<file path="src/rtl/hb_gate_pkg.sv">
`timescale 1ns/1ps
package hb_gate_pkg;

  // Leg drive state; bit 0 is the high-side gate, bit 1 the low-side gate,
  // so the state register can drive the gate pins directly.
  typedef enum logic [1:0] {
    LEG_OFF  = 2'b00,
    LEG_HIGH = 2'b01,
    LEG_LOW  = 2'b10
  } leg_e;

  localparam int NUM_LEGS = 2;

endpackage

</file>
<file path="src/rtl/hb_rst_sync.sv">
`timescale 1ns/1ps
module hb_rst_sync (
  input  logic clk,
  input  logic rst_ni,
  output logic rst_no
);

  logic [1:0] sync_q;

  always_ff @(posedge clk or negedge rst_ni) begin
    if (!rst_ni) begin
      sync_q <= 2'b00;
    end else begin
      sync_q <= {sync_q[0], 1'b1};
    end
  end

  assign rst_no = sync_q[1];

endmodule

</file>
<file path="src/rtl/hb_mode_decode.sv">
`timescale 1ns/1ps
module hb_mode_decode
  import hb_gate_pkg::*;
#(
  parameter int LEGS = NUM_LEGS
) (
  input  logic            en_i,
  input  logic [LEGS-1:0] dir_i,
  input  logic            chop_i,
  output leg_e            tgt_o [LEGS]
);

  // Each leg follows its own direction bit; a chop request lifts every
  // grounded leg so the load current circulates through the upper half.
  for (genvar g = 0; g < LEGS; g++) begin : g_leg
    always_comb begin
      if (!en_i) begin
        tgt_o[g] = LEG_OFF;
      end else if (dir_i[g] || chop_i) begin
        tgt_o[g] = LEG_HIGH;
      end else begin
        tgt_o[g] = LEG_LOW;
      end
    end
  end

endmodule

</file>
<file path="src/rtl/hb_leg_ctl.sv">
`timescale 1ns/1ps
module hb_leg_ctl
  import hb_gate_pkg::*;
#(
  parameter int DEAD_CYC = 4
) (
  input  logic clk,
  input  logic rst_n,
  input  leg_e tgt_i,
  output logic hs_o,
  output logic ls_o
);

  localparam int CW = (DEAD_CYC < 2) ? 1 : $clog2(DEAD_CYC + 1);
  localparam logic [CW-1:0] RELOAD = CW'(DEAD_CYC - 1);

  leg_e          cur_q, cur_d;
  logic [CW-1:0] cnt_q, cnt_d;
  logic          cnt_en;
  logic          cur_en;

  // Next state: any change first drops the leg to off and arms the counter;
  // a turn-on from off is only allowed once the counter has drained.
  always_comb begin
    cur_d  = cur_q;
    cnt_d  = cnt_q;
    cnt_en = (cnt_q != '0);
    cur_en = 1'b0;
    if (cnt_q != '0) begin
      cnt_d = cnt_q - 1'b1;
    end
    if (tgt_i != cur_q) begin
      if (cur_q != LEG_OFF) begin
        cur_d  = LEG_OFF;
        cnt_d  = RELOAD;
        cnt_en = 1'b1;
        cur_en = 1'b1;
      end else if (cnt_q == '0) begin
        cur_d  = tgt_i;
        cur_en = 1'b1;
      end
    end
  end

  always_ff @(posedge clk or negedge rst_n) begin
    if (!rst_n) begin
      cur_q <= LEG_OFF;
      cnt_q <= '0;
    end else begin
      if (cur_en) cur_q <= cur_d;
      if (cnt_en) cnt_q <= cnt_d;
    end
  end

  assign hs_o = cur_q[0];
  assign ls_o = cur_q[1];

endmodule

</file>
<file path="src/rtl/hb_gate_ctl.sv">
`timescale 1ns/1ps
module hb_gate_ctl
  import hb_gate_pkg::*;
#(
  parameter int DEAD_CYC = 4
) (
  input  logic clk,
  input  logic rst_n,
  input  logic en_i,
  input  logic in1_i,
  input  logic in2_i,
  input  logic chop_i,
  output logic hs1_o,
  output logic ls1_o,
  output logic hs2_o,
  output logic ls2_o
);

  logic                rst_sync_n;
  logic [NUM_LEGS-1:0] dir;
  logic [NUM_LEGS-1:0] hs;
  logic [NUM_LEGS-1:0] ls;
  leg_e                tgt [NUM_LEGS];

  assign dir = {in2_i, in1_i};

  hb_rst_sync u_rst (
    .clk    (clk),
    .rst_ni (rst_n),
    .rst_no (rst_sync_n)
  );

  hb_mode_decode #(.LEGS(NUM_LEGS)) u_dec (
    .en_i   (en_i),
    .dir_i  (dir),
    .chop_i (chop_i),
    .tgt_o  (tgt)
  );

  for (genvar g = 0; g < NUM_LEGS; g++) begin : g_leg
    hb_leg_ctl #(.DEAD_CYC(DEAD_CYC)) u_leg (
      .clk   (clk),
      .rst_n (rst_sync_n),
      .tgt_i (tgt[g]),
      .hs_o  (hs[g]),
      .ls_o  (ls[g])
    );
  end

  assign hs1_o = hs[0];
  assign ls1_o = ls[0];
  assign hs2_o = hs[1];
  assign ls2_o = ls[1];

endmodule

</file>
<file path="config.mk">
export PLATFORM = sky130hd
export DESIGN_NAME = hb_gate_ctl
export DESIGN_NICKNAME = d
export VERILOG_FILES = /design/src/rtl/hb_gate_pkg.sv /design/src/rtl/hb_rst_sync.sv /design/src/rtl/hb_mode_decode.sv /design/src/rtl/hb_leg_ctl.sv /design/src/rtl/hb_gate_ctl.sv
export SDC_FILE = /design/constraint.sdc
export NUM_CORES = 1
export LEC_CHECK = 0
export BUFFER_PORTS_ARGS = -buffer_cell sky130_fd_sc_hd__buf_2
export CORE_MARGIN = 3
export CORE_UTILIZATION = 25
export DETAILED_ROUTE_END_ITERATION = 8
export PLACE_DENSITY_LB_ADDON = 0.1
export SLEW_MARGIN = 20
export SYNTH_ARGS = -nofsm -noshare
export SYNTH_HDL_FRONTEND = slang
export SYNTH_SLANG_ARGS = --single-unit
</file>
<file path="constraint.sdc">
create_clock -name clk -period 0.8 [get_ports clk]
set_clock_uncertainty 0.1 [all_clocks]
set_input_delay 0.12 -clock clk [delete_from_list [all_inputs] [get_ports clk]]
set_output_delay 0.12 -clock clk [all_outputs]
set_load 0.05 [all_outputs]
</file>
### After elaboration in Yosys (flattened, before gate mapping)

Cells that the tools add are included.
Widths: inputs -> output; s select.

* equal/unequal tests: 2
* muxes and demuxes: 24
* reductions and logical operators: 12
* add/subtract/negate cells: 2

Operators by type and width (count)
* $mux 3: 6
* $mux 2: 8
* $mux 1: 10
* $reduce_bool 2->1: 4
* $logic_not 3->1: 2
* $reduce_and 3->1: 2
* $reduce_bool 3->1: 2
* $sub 3x1->3 const B: 2
* $ne 2x2->1: 2
* $logic_or 1x1->1: 2

* output and inout port bits: 4
* register bits after elaboration: 12
* input port bits: 6
* logic and storage cells: 45

### Depth between registers and ports, before layout

* depth after elaboration: 6
* depth in mapped cells: 5
* depth with buffers taken out: 5

### Modules after synthesis

A second synthesis with hierarchy kept.

* cell total of the unflattened synthesis: 61
* area total of the unflattened synthesis: 694.4 sq um

Modules (own cells, without submodules)
* hb_leg_ctl: cells an instance 27, times used 2, area an instance 300.3 sq um
* hb_rst_sync: cells an instance 3, times used 1, area an instance 53.8 sq um
* hb_mode_decode: cells an instance 4, times used 1, area an instance 40.0 sq um

### Worst setup path after synthesis

Ideal clock, no wire load.

* kind: register -> register
* from: reg g_leg[0].u_leg.cur_q[0]
* to: reg g_leg[0].u_leg.cnt_q[2]
* path buffers: 0
* data arrival time: 1.310 ns
* data required time: 0.574 ns
* stages on the path, launching flop included: 4
* path slack: -0.736 ns
* cell sequence: dfrtp_1 > or3b_1 > a31oi_1 > nor2_1

* longest elaborated chain between the ends: 3
* elaborated cells on any way between the ends: 6
* classes of those cells: 1 x eq/ne; 4 x mux; 1 x reduce/logical

Ends and longest elaborated chain
* start: declaration: line hb_leg_ctl.sv:17 `leg_e cur_q, cur_d;`
* start signal: assignment: line hb_leg_ctl.sv:50 `if (cur_en) cur_q <= cur_d;`
* $reduce_bool 2->1: line hb_leg_ctl.sv:33 `if (cur_q != LEG_OFF) begin`
* $mux 3 or $mux 1 (tied branches): line hb_leg_ctl.sv:33
* $mux 3 or $mux 1 (tied branches): line hb_leg_ctl.sv:32 `if (tgt_i != cur_q) begin`
* end signal: assignment: line hb_leg_ctl.sv:51 `if (cnt_en) cnt_q <= cnt_d;`
* end: declaration: line hb_leg_ctl.sv:18 `logic [CW-1:0] cnt_q, cnt_d;`

Parallel ways exist; a longest one is shown, timed or not.
A chain may end at the register's enable or synchronous reset.

### Final worst setup path

* from: reg g_leg[1].u_leg.cnt_q[1]
* to: reg g_leg[1].u_leg.cnt_q[1]

* longest elaborated chain between the ends: 4
* elaborated cells on any way between the ends: 7
* classes of those cells: 1 x add/sub; 5 x mux; 1 x reduce/logical

Ends and longest elaborated chain
* start: declaration: line hb_leg_ctl.sv:18
* start signal: assignment: line hb_leg_ctl.sv:51
* $sub 3x1->3 or $reduce_bool 3->1 (tied branches): line hb_leg_ctl.sv:30, hb_leg_ctl.sv:27, hb_leg_ctl.sv:29
* $mux 3: line hb_leg_ctl.sv:29 `if (cnt_q != '0) begin`
* $mux 3: line hb_leg_ctl.sv:33
* $mux 3: line hb_leg_ctl.sv:32

Parallel ways exist; a longest one is shown, timed or not.

==> flow_metrics.py <==
metrics = {
    "worst_setup_path": {
        "slowest_delay_ps": 390,
        "start_kind": "flop",
        "cp.depth": 5,
        "crit-reg2reg-capture": "g_leg[1].u_leg.cnt_q[1]$_DFFE_PN0P_",
        "worstPathCellList": "inv_2 -> ha_4 -> nor2b_4 -> nor2_1 -> a211o_1",
        "required_ps": 850,
        "path_buf_inv": 1,
        "crit_arrival_ps": 1340,
        "path_delay_family": "flip-flops",
        "timing.rr.start": "g_leg[1].u_leg.cnt_q[1]$_DFFE_PN0P_",
        "cp-end-kind": "flop",
        "reg2reg_slack_ps": -490,
        "setup.worst_path.start": "g_leg[1].u_leg.cnt_q[1]$_DFFE_PN0P_",
        "cp-endpoint": "g_leg[1].u_leg.cnt_q[1]$_DFFE_PN0P_",
        "cpMaxStageDelayCell": "dfrtp_1",
        "worst-path-max-fanout": 4,
        "reg2reg_depth": 5,
        "crit_type": "reg -> reg",
    },
    "clock_network": {
        "worstSkewPairLatency_ps": 270,
        "cts_tree": "done",
        "clk_pin_slew_ps": 80,
        "clk_path_buf_depth": 2,
        "numCtsBuffers": 3,
        "cts-root-buf": "clkbuf_4",
        "htreeDepth": 1,
        "clock_sinks": 12,
    },
    "status": {
        "violations": "setup timing",
        "status": "finished with violations",
    },
    "power_and_ir_drop": {
        "p_total_mw": 3.243,
        "power_leakage_nw": 0.4729,
        "vdd_drop_max_v": 0.001392,
        "power.density_nw_per_um2": 3142,
    },
    "drt": {
        "wl_um": 1233,
        "vias_per_cell": 4.250,
        "drc_errors": 0,
        "wl_per_cell_um": 10.63,
        "drtIter0Drc": 3,
        "dr.pass1.iters": 4,
        "num_vias": 493,
        "antenna_left": 0,
    },
    "sta": {
        "rsz0062_at_grt": "true",
        "setup_slack_ps": -489.5,
        "period_share": 1.612,
        "drv_slew": 0,
        "min_period_ps": 1290,
        "holdWs_ps": 42.36,
        "finalHoldViolCount": 0,
        "final-setup-viol-count": 14,
        "fmax_ghz": 0.7755,
    },
    "global_routing": {
        "grt_pass1_vias": 506,
        "grt_pass1_wl_um": 2070,
        "antenna_found_initial": 0,
        "grt_overflow": 0,
        "grt_util_all_layers": 0.1001,
        "grt_max_degree": 8,
    },
    "floorplan": {
        "die_w_um": 54.30,
        "die_area_um2": 2948,
        "start_util": 0.2800,
        "placementRows": 16,
        "core-area_um2": 2082,
        "die_h_um": 54.30,
        "num_io_pins": 10,
    },
    "place": {
        "numPortBuffers": 9,
        "preCtsSetupSlack_ps": -549.5,
        "place_congestion": 0.7034,
        "dp_hpwl_um": 892.5,
        "dpl_cell_area_um2": 843.3,
    },
    "final_layout": {
        "fillCellCount": 200,
        "syn_to_final_growth_pct": 77.04,
        "diodes": 0,
        "nNetsFinal": 101,
        "final_common_cell": "buf_4",
        "drive_above_1_share": 0.6067,
        "stdcell_area_um2": 1032,
        "final_cell_mix": "buf_4, nor2_1, dfrtp_1",
    },
    "synth": {
        "ys_ff_latch": 12,
        "syn_area_um2": 583.1,
        "yosys_warnings": 0,
        "ys_types": 21,
        "synth-seq-area-share": 0.5150,
        "avgSynthCellArea_um2": 10.80,
        "synth_nets": 64,
        "synth_cells": 54,
    },
    "min_path": {
        "hold_class": "reg -> async",
    },
    "job": {
        "max_cap_viol_count": 0,
    },
}
==> synthesized netlist by cell type (all sizes together) <==
library cell  count  area share
a211o             2       0.030
a211oi            1       0.013
a21oi             1      0.0086
a31oi             1       0.011
conb              1      0.0064
dfrtp            12        0.52
ha                4       0.086
inv               6       0.039
mux2i             1       0.017
nand2b            2       0.021
nor2             10       0.064
nor2b             2       0.021
nor3b             1       0.013
nor4b             2       0.041
nor4bb            1       0.017
o211a             1       0.017
o21a              2       0.026
o21ai             1      0.0086
or3b              1       0.015
xnor2             2       0.030
==> worst min-delay path by stage <==
stage / to / cells after the start / slack, ps
finish: g_leg[1].u_leg.cur_q[0]$_DFFE_PN0P_ / 1 / 40
global route: g_leg[0].u_leg.cur_q[1]$_DFFE_PN0P_ / 2 / 50
CTS: g_leg[0].u_leg.cur_q[1]$_DFFE_PN0P_ / 2 / 40
detailed placement: u_rst.sync_q[1]$_DFF_PN0_ / 1 / -190
global placement: u_rst.sync_q[0]$_DFF_PN0_ / 1 / -190
floorplan: u_rst.sync_q[0]$_DFF_PN0_ / 0 / -280
==> area by class of cell <==
class	count	area, um2	area share
multi-input combinational	36	365.4	0.3539
sequential	12	305.3	0.2958
clock buffer	3	22.52	0.02182
tap	27	33.78	0.03273
inverter	6	22.52	0.02182
timing repair buffer	32	282.8	0.2739
==> state kept, by name, summed over array words and instances, names as in the netlist <==
register and flops:
g_leg.u_leg.cnt_q 6, u_rst.sync_q 2, g_leg.u_leg.cur_q 4
==> timing repair <==
action,4_1_cts,5_1_grt
hold endpoints to repair,2,0
resized for setup,25,5
setup endpoints to repair,14,14
hold buffers,1,0
buffers inserted,4,2
pin swaps,8,8
==> cells by family (layout without fill, tap and decap cells) <==
logic type      Yosys count  in the layout  share of synthesized area
buf+inv                   6             41                    0.03862
mux                       1              1                    0.01717
xor+xnor                  2              2                    0.03005
other cells               1              1                   0.006432
flops                    12             12                     0.5150
simple gates             19             19                     0.1931
fa+ha+maj                 4              4                    0.08584
compound gates            9              9                     0.1137
==> per-stage QoR <==
step | std cells | TNS [ps] | utilization
2_1_floorplan | 54 | -4308 | -
3_3_place_gp | 108 | -5073 | 0.4050
3_5_place_dp | 108 | -5265 | 0.4050
4_1_cts | 116 | -6023 | 0.4874
5_1_grt | 116 | -6542 | 0.4958
6_report | 116 | -5815 | 0.4958
==> report_power, final <==
part	leakage [nW]	internal, mW	switching (mW)
registers	0.143	0.817	0.139
logic	0.316	1.08	0.844
clock network	0.0138	0.174	0.190
total	0.473	2.07	1.17
==> metal layers <==
metal,global-route usage,vias to the layer above,share of wire
met1,0.1134,233,0.42
met2,0.1693,6,0.53
met3,0.02180,2,0.037
met4,0.06224,0,0.011
li1,-,252,-
met5,0,-,0
(Power assumes the default switching activity.)
